**src/rtl/codec_sync_slave.sv**
```systemverilog
module codec_sync_slave #(
  parameter int DW        = 20,
  parameter int TAG_BITS  = 16,
  parameter int SLOT_BITS = 20,
  parameter int AC_SLOTS  = 13,
  parameter int MIN_BITS  = 4
) (
  input  logic          bclk,
  input  logic          rst_n,
  input  logic [1:0]    mode,
  input  logic [3:0]    word_bits_m1,
  input  logic [3:0]    words_m1,
  input  logic          fsync,
  input  logic          sdi,
  input  logic [DW-1:0] tx_word,
  output logic          sdo,
  output logic          tx_req,
  output logic [DW-1:0] rx_word,
  output logic          rx_valid
);
  localparam int BW = $clog2(DW);
  localparam int SW = (AC_SLOTS > 16) ? $clog2(AC_SLOTS) : 4;
  localparam logic [1:0] M_I2S = 2'd1;
  localparam logic [1:0] M_AC  = 2'd2;

  logic          fs_q, active;
  logic [BW-1:0] bit_cnt, wlen_m1;
  logic [SW-1:0] slot_cnt, last_slot;
  logic [DW-1:0] tx_sh, rx_sh, rx_word_q;
  logic          sdo_q, tx_req_q, rx_valid_q;
  logic          is_ac, sync_hit, word_end, frame_end, start, load;

  assign is_ac = (mode == M_AC);

  always_comb begin
    if (is_ac)
      wlen_m1 = (slot_cnt == '0) ? BW'(TAG_BITS - 1) : BW'(SLOT_BITS - 1);
    else if (BW'(word_bits_m1) < BW'(MIN_BITS - 1))
      wlen_m1 = BW'(MIN_BITS - 1);
    else
      wlen_m1 = BW'(word_bits_m1);
  end

  assign last_slot = is_ac ? SW'(AC_SLOTS - 1) : SW'(words_m1);
  assign sync_hit  = (mode == M_I2S) ? (fsync ^ fs_q) : fsync;
  assign word_end  = active && (bit_cnt == wlen_m1);
  assign frame_end = word_end && (slot_cnt == last_slot);
  assign start     = sync_hit && (!active || frame_end);
  assign load      = start || (word_end && !frame_end);

  always_ff @(posedge bclk or negedge rst_n) begin
    if (!rst_n) begin
      fs_q       <= 1'b0;
      active     <= 1'b0;
      bit_cnt    <= '0;
      slot_cnt   <= '0;
      tx_sh      <= '0;
      rx_sh      <= '0;
      rx_word_q  <= '0;
      tx_req_q   <= 1'b0;
      rx_valid_q <= 1'b0;
    end else begin
      fs_q       <= fsync;
      tx_req_q   <= load;
      rx_valid_q <= word_end;
      if (word_end)
        rx_word_q <= {rx_sh[DW-2:0], sdi};
      if (start) begin
        active   <= 1'b1;
        bit_cnt  <= '0;
        slot_cnt <= '0;
        rx_sh    <= '0;
        tx_sh    <= tx_word;
      end else if (word_end) begin
        bit_cnt <= '0;
        rx_sh   <= '0;
        if (frame_end) begin
          active   <= 1'b0;
          slot_cnt <= '0;
        end else begin
          slot_cnt <= slot_cnt + 1'b1;
          tx_sh    <= tx_word;
        end
      end else if (active) begin
        bit_cnt <= bit_cnt + 1'b1;
        rx_sh   <= {rx_sh[DW-2:0], sdi};
        tx_sh   <= {tx_sh[DW-2:0], 1'b0};
      end
    end
  end

  always_ff @(negedge bclk or negedge rst_n) begin
    if (!rst_n) sdo_q <= 1'b0;
    else        sdo_q <= active & tx_sh[wlen_m1];
  end

  assign sdo      = sdo_q;
  assign tx_req   = tx_req_q;
  assign rx_word  = rx_word_q;
  assign rx_valid = rx_valid_q;
endmodule

```
**config.mk**
```make
export PLATFORM = sky130hd
export DESIGN_NAME = codec_sync_slave
export DESIGN_NICKNAME = d
export VERILOG_FILES = /design/src/rtl/codec_sync_slave.sv
export SDC_FILE = /design/constraint.sdc
export NUM_CORES = 1
export LEC_CHECK = 0
export ABC_CLOCK_PERIOD_IN_PS = 3500
export BUFFER_PORTS_ARGS = -buffer_cell sky130_fd_sc_hd__buf_2
export CORE_AREA = 2 2 106 108
export CTS_CLUSTER_SIZE = 14
export DETAILED_ROUTE_END_ITERATION = 7
export DIE_AREA = 0 0 108 110
export GPL_TIMING_DRIVEN = 0
export HOLD_SLACK_MARGIN = 0.12
export REMOVE_ABC_BUFFERS = 1
export SYNTH_ARGS = -nofsm -noshare
export SYNTH_HDL_FRONTEND = slang
export SYNTH_SLANG_ARGS = --single-unit
```
**constraint.sdc**
```tcl
create_clock -name bclk -period 3.5 [get_ports bclk]
set_input_delay 0.7 -clock bclk [delete_from_list [all_inputs] [get_ports bclk]]
set_output_delay 0.7 -clock bclk [all_outputs]
set_load 0.05 [all_outputs]
```
==> impl_metrics.py, run 1 <==
metrics = {
    "logic_synthesis": {
        "syn_area_per_cell_um2": 11.7,
        "synth_edf_count": 0,
        "yosys_warnings": 0,
        "synthCells": 310,
        "synth.most_common_cell": "dfrtp_1",
        "synth_seq_cells": 73,
        "ys_seq_area_share_pct": 50.2,
        "syn_area_mm2": 0.00364,
        "yosysTopAreaCell": "dfrtp_1",
        "synthTopCellsByCount": "dfrtp_1 (72), inv_1 (25), a22o_1 (21)",
        "async_flop_share_pct": 100,
        "yosys-top-cells-area": "dfrtp_1 (49%), a221oi_2 (7.8%), mux2_1 (5.9%), a22o_1 (5.0%), a211oi_1 (4.1%)",
        "synthDominantCellAreaShare_pct": 49.5,
        "synth_flop_cell": "dfrtp_1",
        "synth.distinct_cells": 49,
    },
    "route": {
        "route.detailed.drc": 0,
        "ant_nets": 0,
        "vias": 2634,
        "drt-wirelength-per-cell_um": 15.7,
        "viasPerCell": 5.20,
        "first_pass_iters": 4,
        "drtIter0Drc": 139,
        "drt-total-wl_um": 7980,
    },
    "cells_and_area": {
        "nets": 399,
        "fillers": 1024,
        "antenna_cells": 0,
        "layout-drive-gt1-share_pct": 33.2,
        "final_core_util_pct": 40.7,
        "syn_to_final_growth_pct": 19.7,
    },
    "grt": {
        "grt_pass1_vias": 2607,
        "grt_usage_pct": 14.5,
        "antenna_found_initial": 0,
        "grt_overflow_total": 0,
        "grt_first_pass_wirelength_um": 13300,
        "grt_max_degree": 45,
    },
    "placement": {
        "gp_congestion": 0.777,
        "io_buffers": 56,
        "dp_hpwl_um": 5170,
        "pre_cts_slack_ps": -1010,
    },
    "clock_network": {
        "clock-sinks": 73,
        "cts-root-buf": "clkbuf_8",
        "cts_tree": "built",
        "clk_pin_slew_ps": 80,
        "cts_max_path_buffers": 2,
        "cts_buffers": 9,
        "clock_latency_ps": 350,
        "h-tree-depth": 3,
    },
    "run_status": {
        "status": "finished, violations left",
        "violations": "setup timing",
    },
    "floorplan": {
        "fp.dieH_um": 110,
        "io_pins": 57,
        "row_count": 38,
        "start_util_pct": 34.0,
        "dieArea_mm2": 0.0119,
        "core_mm2": 0.0107,
        "die_x_um": 108,
    },
    "timing": {
        "drv_slew": 0,
        "setup_violations": 1,
        "worst_slack_ps": -39.9,
        "slew_headroom_pct": 38.4,
        "skew_ps": 14.2,
        "hold_viol_final": 0,
        "rsz0062_at_grt": "true",
        "tightest_slew_ps": 924,
    },
    "run": {
        "max-cap-violations": 0,
    },
    "power": {
        "leakage_nw": 1.91,
        "peakVddDrop_mv": 0.495,
        "p_per_area_mw_per_mm2": 851,
    },
    "setup_path": {
        "path_max_fanout": 6,
        "crit_type": "input port to flip-flop",
        "endpoint_kind": "flip-flop",
        "setup.worst_path.start_class": "input port",
        "required_ps": 1920,
        "critPathArrivalTime_ps": 1960,
    },
    "worst_hold_path": {
        "hold_class": "input port to async pin",
    },
}
==> cell type report <==
cell class / count / area [um^2] / area share, %
Timing Repair Buffer: 61 / 375 / 8.61
Sequential cell: 73 / 1830 / 41.9
Inverter: 27 / 101 / 2.32
Clock inverter: 7 / 101 / 2.32
Tap cell: 140 / 175 / 4.02
Clock buffer: 9 / 124 / 2.84
Multi-Input combinational cell: 190 / 1650 / 37.9
==> power breakdown <==
group          internal, mW  total, mW  switching, mW
clock network         0.407      0.748          0.341
logic                 0.587       1.48          0.896
registers              1.20       1.48          0.280
total                  2.19       3.71           1.52
==> critical path, cell delays in order <==
cell and delay, ps:
buf_2 140, or2_4 260, a21oi_2 150, a221oi_2 40, or4b_4 470, o211ai_1 100
a21oi_1 90
==> cell usage in the layout (no fill, tap or decap), drive strengths merged, types with 2 or more instances in the layout <==
cell type | synthesis | routed
a31oi | 5 | 5
clkinv | 1 | 2
nand3 | 4 | 4
nor3 | 9 | 9
o31ai | 1 | 2
buf | 12 | 60
xnor2 | 2 | 2
mux2i | 3 | 3
nand2 | 17 | 17
a211o | 2 | 2
or3 | 3 | 3
a22o | 21 | 21
clkbuf | 9 | 10
a21oi | 9 | 9
ha | 3 | 3
or2 | 3 | 3
nor4 | 2 | 2
nor2 | 11 | 11
xor2 | 7 | 7
or4b | 2 | 2
o221ai | 2 | 2
a221oi | 22 | 22
dfrtp | 72 | 72
o41ai | 2 | 2
clkinvlp | 0 | 2
inv | 26 | 28
o21ai | 6 | 6
bufinv | 0 | 2
mux2 | 21 | 21
a211oi | 21 | 21
==> flip-flops by register name, indices dropped and copies added, names as in the netlist, 4 cells and up <==
name and cells:
tx_sh 20, bit_cnt 5, slot_cnt 4, rx_word 20, rx_sh 19
==> cell families after synthesis <==
| kind of cell | after synthesis | synth area share, % |
|---|---|---|
| XOR/XNOR | 9 | 2.16 |
| AND/OR/NAND/NOR | 58 | 8.86 |
| adder cells (fa/ha/maj) | 3 | 1.03 |
| multiplexers | 24 | 7.32 |
| AO/OA/AOI/OAI | 95 | 23.9 |
| buffers and inverters | 48 | 6.53 |
| flip-flops | 73 | 50.2 |
==> layer usage <==
| metal | share of wire, % | up-vias | GRT usage, % |
|---|---|---|---|
| li1 | - | 1277 | - |
| met1 | 46 | 1284 | 18.3 |
| met2 | 48 | 62 | 23.8 |
| met3 | 3.9 | 11 | 3.70 |
| met4 | 2.4 | 0 | 6.23 |
| met5 | 0 | - | 0 |
==> path summary, 6_finish.rpt <==
check / startpoint / to / slack, ps / cells past startpoint
min in group bclk: rx_word[19] / rx_word[19] / 480 / 1
setup reg to reg: tx_sh[11] / sdo / 150 / 6
hold / removal: rst_n / rx_word[16] / 270 / 1
hold reg to reg: rx_word[19] / rx_word[19] / 480 / 1
max in group asynchronous: rst_n / sdo / 1000 / 2
setup / recovery: word_bits_m1[3] / sdo / -40 / 7
==> metrics by stage <==
stage | total power, mW | hold slack, ps | std cells | area [um^2] | setup TNS, ps
2_1_floorplan | 2.57 | 404 | 289 | 3510 | -623
3_3_place_gp | 2.89 | 462 | 485 | 3960 | -29050
3_5_place_dp | 2.95 | 471 | 488 | 4040 | -20540
4_1_cts | 3.75 | 265 | 507 | 4330 | -176
5_1_grt | 3.96 | 274 | 507 | 4360 | -75.1
6_report | 3.71 | 271 | 507 | 4360 | -39.9
==> timing repair <==
action | 4_1_cts | 5_1_grt
hold buffers | 0 | 0
hold endpoints to repair | 0 | 0
pin swaps | 4 | 3
endpoints found under the setup margin | 21 | 1
cloned | 1 | 0
resized for setup | 11 | 8
buffers inserted | 2 | 0
No activity file was read; power rests on OpenSTA's default activity.
==> inputs of run 2 (changes only) <==
--- a/config.mk
+++ b/config.mk
@@ -11,7 +11,6 @@
 export CTS_CLUSTER_SIZE = 14
 export DETAILED_ROUTE_END_ITERATION = 7
 export DIE_AREA = 0 0 108 110
-export GPL_TIMING_DRIVEN = 0
 export HOLD_SLACK_MARGIN = 0.12
 export REMOVE_ABC_BUFFERS = 1
 export SYNTH_ARGS = -nofsm -noshare
==> run 2 against run 1 <==
The flow still finishes with violations (setup timing). Critical path depth did not move. Non-clock buffer count increased by 23. Register-to-register slack gained 50 ps. First-iteration DRC count shrank 4.3%. Clock power decreased by 1%. Die area did not move. Power up 0.51%.
==> impl_metrics.py, run 2 (synthesis results as in run 1) <==
metrics = {
    "power": {
        "pwr-share-seq_pct": 39.2,
        "p_switching_mw": 1.51,
        "comb_power_share_pct": 40.9,
        "sw_frac_of_total_pct": 40.6,
        "leakage_nw": 2.01,
        "pwr-share-clk_pct": 19.9,
        "peakVddDrop_mv": 0.383,
        "p_per_area_mw_per_mm2": 835,
        "p_total_mw": 3.73,
        "power.internal_mw": 2.21,
    },
    "route": {
        "viasPerCell": 5.23,
        "drt-total-wl_um": 8320,
        "route.detailed.drc": 0,
        "first_pass_iters": 4,
        "vias": 2765,
        "drtIter0Drc": 133,
        "ant_nets": 0,
        "drt-wirelength-per-cell_um": 15.7,
    },
    "floorplan": {
        "start_util_pct": 34.0,
        "core_mm2": 0.0107,
        "fp.dieH_um": 110,
        "die_x_um": 108,
        "dieArea_mm2": 0.0119,
        "io_pins": 57,
        "row_count": 38,
    },
    "placement": {
        "dp_hpwl_um": 5570,
        "io_buffers": 56,
        "pre_cts_slack_ps": -673,
        "gp_congestion": 0.825,
    },
    "clock_network": {
        "cts-root-buf": "clkbuf_8",
        "cts_tree": "built",
        "clk_pin_slew_ps": 80,
        "h-tree-depth": 3,
        "cts_hold_buf": 0,
        "clock-sinks": 73,
        "cts_max_path_buffers": 2,
        "clock_latency_ps": 350,
        "cts_buffers": 9,
    },
    "setup_path": {
        "cp.depth": 7,
        "timing.rr.start": "tx_sh[10]",
        "path_delay_family": "simple AND/OR/NAND/NOR gates",
        "cp_cell_sequence": "buf_8 -> and2b_2 -> nor3_4 -> a221oi_2 -> or4b_4 -> o211ai_1 -> a21oi_1",
        "rrSetupSlack_ps": 200,
        "endpoint_kind": "flip-flop",
        "cp.buffers_inverters": 1,
        "crit_type": "input port to flip-flop",
        "required_ps": 1930,
        "path_max_fanout": 4,
        "setup.worst_path.start_class": "input port",
        "slowest_delay_ps": 480,
        "crit_slowest_cell": "or4b_4",
        "ff2ff_path_depth": 6,
        "critPathArrivalTime_ps": 1970,
        "r2r-end": "sdo",
    },
    "worst_hold_path": {
        "min_to": "rx_word[1]",
        "worstHoldPathCells": 1,
        "hold_class": "flip-flop to flip-flop",
        "hp-start": "rx_word[1]",
    },
    "grt": {
        "grt_usage_pct": 14.9,
        "grt_max_degree": 73,
        "grt_overflow_total": 0,
        "grt_busiest_layer": "met2",
        "use_met1_pct": 18.9,
        "grt_first_pass_wirelength_um": 13700,
        "antenna_found_initial": 0,
        "met2_usage_pct": 24.7,
        "grt_pass1_vias": 2733,
        "grt_use_met3_pct": 4.00,
    },
    "timing": {
        "drv_slew": 0,
        "rsz0062_at_grt": "true",
        "tightest_slew_ps": 921,
        "worst_slack_ps": -36.2,
        "hold_viol_final": 0,
        "setup_violations": 1,
        "slew_headroom_pct": 38.6,
        "skew_ps": 17.3,
    },
    "cells_and_area": {
        "antenna_cells": 0,
        "fillers": 1061,
        "layout-drive-gt1-share_pct": 35.5,
        "nets": 421,
        "syn_to_final_growth_pct": 22.5,
        "final_common_cell": "dfrtp_1",
        "layout_common_cells": "dfrtp_1 (72), buf_2 (54), buf_4 (27)",
    },
    "run": {
        "max-cap-violations": 0,
    },
    "run_status": {
        "status": "finished, violations left",
        "violations": "setup timing",
    },
}
==> run 2: cell count changes in the layout (fill, tap and decap cells not counted), sizes merged <==
cell / change
buf: +24
o31ai: -1
clkinv: +1
clkinvlp: -1
inv: -1
==> run 2: cell type report <==
cell class                      instances  area [um^2]  share of cell area [%]
Clock buffer                           10          128                    2.86
Timing Repair Buffer                   84          519                    11.6
Tap cell                              140          175                    3.93
Sequential cell                        73         1830                    40.9
Inverter                               27          101                    2.27
Clock inverter                          6         90.1                    2.02
Multi-Input combinational cell        189         1620                    36.3
==> run 2: how the worst max path moves through the flow <==
stage	from	endpoint	slack, ps
2_1_floorplan	mode[0]	sdo	-620
3_3_place_gp	mode[0]	sdo	-590
3_5_place_dp	mode[0]	sdo	-670
4_1_cts	mode[0]	sdo	-70
5_1_grt	mode[0]	sdo	-120
6_report	mode[0]	sdo	-40
==> run 2: power groups by stage <==
| stage | clock network [mW] | registers, mW | logic (mW) |
|---|---|---|---|
| after floorplan | 0 | 1.79 | 0.776 |
| after global placement | 0 | 1.47 | 1.48 |
| after detailed placement | 0 | 1.47 | 1.52 |
| after CTS | 0.761 | 1.46 | 1.53 |
| after global routing | 0.799 | 1.51 | 1.66 |
| final | 0.740 | 1.46 | 1.52 |
==> run 2: worst register-to-register path: cells and delay by family (launching register included) <==
kind,cells,cell delay (ps)
DFF,1,390
AOI/OAI and AO/OA,4,430
and+or+nand+nor,2,570
==> run 2: layer usage <==
metal  routed length (um)  share of wire, %  up-vias
met5                    0                 0        -
li1                     -                 -     1304
met2                 4030                48       77
met3                  435               5.2       11
met4                  108               1.3        0
met1                 3750                45     1373
==> run 2: repair_timing <==
action	4_1_cts	5_1_grt
endpoints found under the setup margin	1	1
gates resized for setup	5	7
pin swaps	4	4
setup buffers	1	1
==> run 2: per-stage QoR <==
stage | cells | instance area [um^2] | hold WS, ps | utilization [%] | TNS, ps
2_1_floorplan | 289 | 3510 | 404 | - | -623
3_3_place_gp | 511 | 4170 | 462 | 39.0 | -586
3_5_place_dp | 511 | 4170 | 471 | 39.0 | -673
4_1_cts | 528 | 4420 | 489 | 41.3 | -73.6
5_1_grt | 529 | 4460 | 507 | 41.7 | -120
6_report | 529 | 4460 | 484 | 41.7 | -36.2
==> inputs of run 3 (changes only) <==
--- a/config.mk
+++ b/config.mk
@@ -12,6 +12,7 @@
 export DETAILED_ROUTE_END_ITERATION = 7
 export DIE_AREA = 0 0 108 110
 export HOLD_SLACK_MARGIN = 0.12
+export RECOVER_POWER = 50
 export REMOVE_ABC_BUFFERS = 1
 export SYNTH_ARGS = -nofsm -noshare
 export SYNTH_HDL_FRONTEND = slang
==> run 3 against run 2 <==
The run ends with capacitance limit, slew limit, setup timing left. Worst hold slack improved by 1.5 ps. First-iteration DRC count decreased by 0.75%. Critical endpoint unchanged. Critical path type unchanged. Clock-buffer cell count stayed put. Register-to-register slack is essentially flat. Sequential power barely moved. Utilization shrank 0.16 points. Worst setup slack worse by 0.59 ps. Largest cell class unchanged. Cell count is the same.
==> impl_metrics.py, run 3 (synthesis results as in run 1) <==
metrics = {
    "grt": {
        "grt_pass1_vias": 2733,
        "grt_usage_pct": 14.9,
        "grt_first_pass_wirelength_um": 13700,
        "grt_overflow_total": 0,
        "grt_max_degree": 73,
        "antenna_found_initial": 0,
    },
    "clock_network": {
        "clock_latency_ps": 350,
        "clk_pin_slew_ps": 80,
        "cts_buffers": 9,
        "cts_max_path_buffers": 2,
        "h-tree-depth": 3,
        "cts_tree": "built",
        "cts_hold_buf": 0,
        "clock-sinks": 73,
        "cts-root-buf": "clkbuf_8",
    },
    "timing": {
        "setup_violations": 1,
        "setup_tns_ps": -36.8,
        "skew_ps": 15.1,
        "rsz0062_at_grt": "true",
        "tightest_slew_ps": 1800,
        "hold_viol_final": 0,
        "drv_slew": 73,
        "slew_headroom_pct": -19.7,
        "worst_slack_ps": -36.8,
    },
    "setup_path": {
        "critPathArrivalTime_ps": 1970,
        "endpoint_kind": "flip-flop",
        "cp.buffers_inverters": 1,
        "crit_type": "input port to flip-flop",
        "timing.rr.start": "tx_sh[10]",
        "ff2ff_path_depth": 6,
        "crit_slowest_cell": "or4b_4",
        "rrSetupSlack_ps": 200,
        "cp_cell_sequence": "buf_8 -> and2b_2 -> nor3_4 -> a221oi_2 -> or4b_4 -> o211ai_1 -> a21oi_1",
        "required_ps": 1930,
        "r2r-end": "sdo",
        "setup.worst_path.start_class": "input port",
        "slowest_delay_ps": 480,
        "path_max_fanout": 4,
        "path_delay_family": "simple AND/OR/NAND/NOR gates",
    },
    "cells_and_area": {
        "final_common_cell": "dfrtp_1",
        "layout_common_cells": "dfrtp_1 (72), buf_2 (42), buf_4 (26)",
        "layout-drive-gt1-share_pct": 32.4,
        "nets": 421,
        "antenna_cells": 0,
        "fillers": 1070,
        "final_core_util_pct": 41.5,
        "finalNonFillerCells": 529,
        "syn_to_final_growth_pct": 22.0,
    },
    "power": {
        "leakage_nw": 1.96,
        "p_total_mw": 3.71,
        "peakVddDrop_mv": 0.364,
        "p_per_area_mw_per_mm2": 836,
    },
    "floorplan": {
        "die_x_um": 108,
        "fp.dieH_um": 110,
        "io_pins": 57,
        "dieArea_mm2": 0.0119,
        "row_count": 38,
        "core_mm2": 0.0107,
        "start_util_pct": 34.0,
    },
    "placement": {
        "dp_cells": 511,
        "dp_hpwl_um": 5570,
        "gp_congestion": 0.825,
        "io_buffers": 56,
    },
    "run": {
        "max-cap-violations": 1,
    },
    "run_status": {
        "violations": "capacitance limit, slew limit, setup timing",
        "status": "finished, violations left",
    },
    "worst_hold_path": {
        "min_to": "rx_word[18]",
        "worstHoldPathCells": 1,
        "hold_class": "flip-flop to flip-flop",
        "hp-start": "rx_word[18]",
    },
    "route": {
        "route.detailed.drc": 0,
        "viasPerCell": 5.22,
        "vias": 2759,
        "ant_nets": 0,
        "drt-total-wl_um": 8350,
        "drtIter0Drc": 132,
        "first_pass_iters": 4,
        "drt-wirelength-per-cell_um": 15.8,
    },
}
run 3: cell types whose count changed in the layout (fill, tap and decap cells not counted), sizes merged:
cell,delta
buf,-13
clkbuf,+13
run 3: power by group:
group / internal, mW / switching, mW / total (mW)
Sequential: 1.20 / 0.268 / 1.47
Clock: 0.404 / 0.335 / 0.739
Combinational: 0.597 / 0.913 / 1.51
run 3: what timing repair did:
item	CTS	global route
buffers inserted	1	1
endpoints found under the setup margin	1	1
gates resized for setup	5	7
pin swaps	4	4
run 3: per-layer routing:
layer | up-vias | wire length, um | share of wire [%] | GRT usage [%]
li1 | 1304 | - | - | -
met1 | 1367 | 3800 | 45 | 18.9
met2 | 79 | 4040 | 48 | 24.7
met3 | 9 | 415 | 5.0 | 4.00
met4 | 0 | 102 | 1.2 | 5.40
met5 | - | 0 | 0 | 0
run 3: metrics by stage:
stage / setup slack (ps) / hold slack (ps) / area (um^2)
after global placement: -586 / 462 / 4170
after CTS: -73.6 / 489 / 4420
after detailed placement: -673 / 471 / 4170
after global routing: -120 / 513 / 4440
final: -36.8 / 485 / 4440
after floorplan: -623 / 404 / 3510
run 3: layout make-up:
type                            instances  area, um^2  share of cell area [%]
Timing Repair Buffer                   84         502                    11.3
Multi-Input combinational cell        189        1620                    36.5
Clock inverter                          6        90.1                    2.03
Clock buffer                           10         128                    2.87
Inverter                               27         101                    2.28
Tap cell                              140         175                    3.94
Sequential cell                        73        1830                    41.1
run 3: how the worst max path moves through the flow:
stage	startpoint	to	slack, ps	cells past startpoint
6_report	mode[0]	sdo	-40	7
5_1_grt	mode[0]	sdo	-120	7
3_3_place_gp	mode[0]	sdo	-590	7
4_1_cts	mode[0]	sdo	-70	7
3_5_place_dp	mode[0]	sdo	-670	7
2_1_floorplan	mode[0]	sdo	-620	6
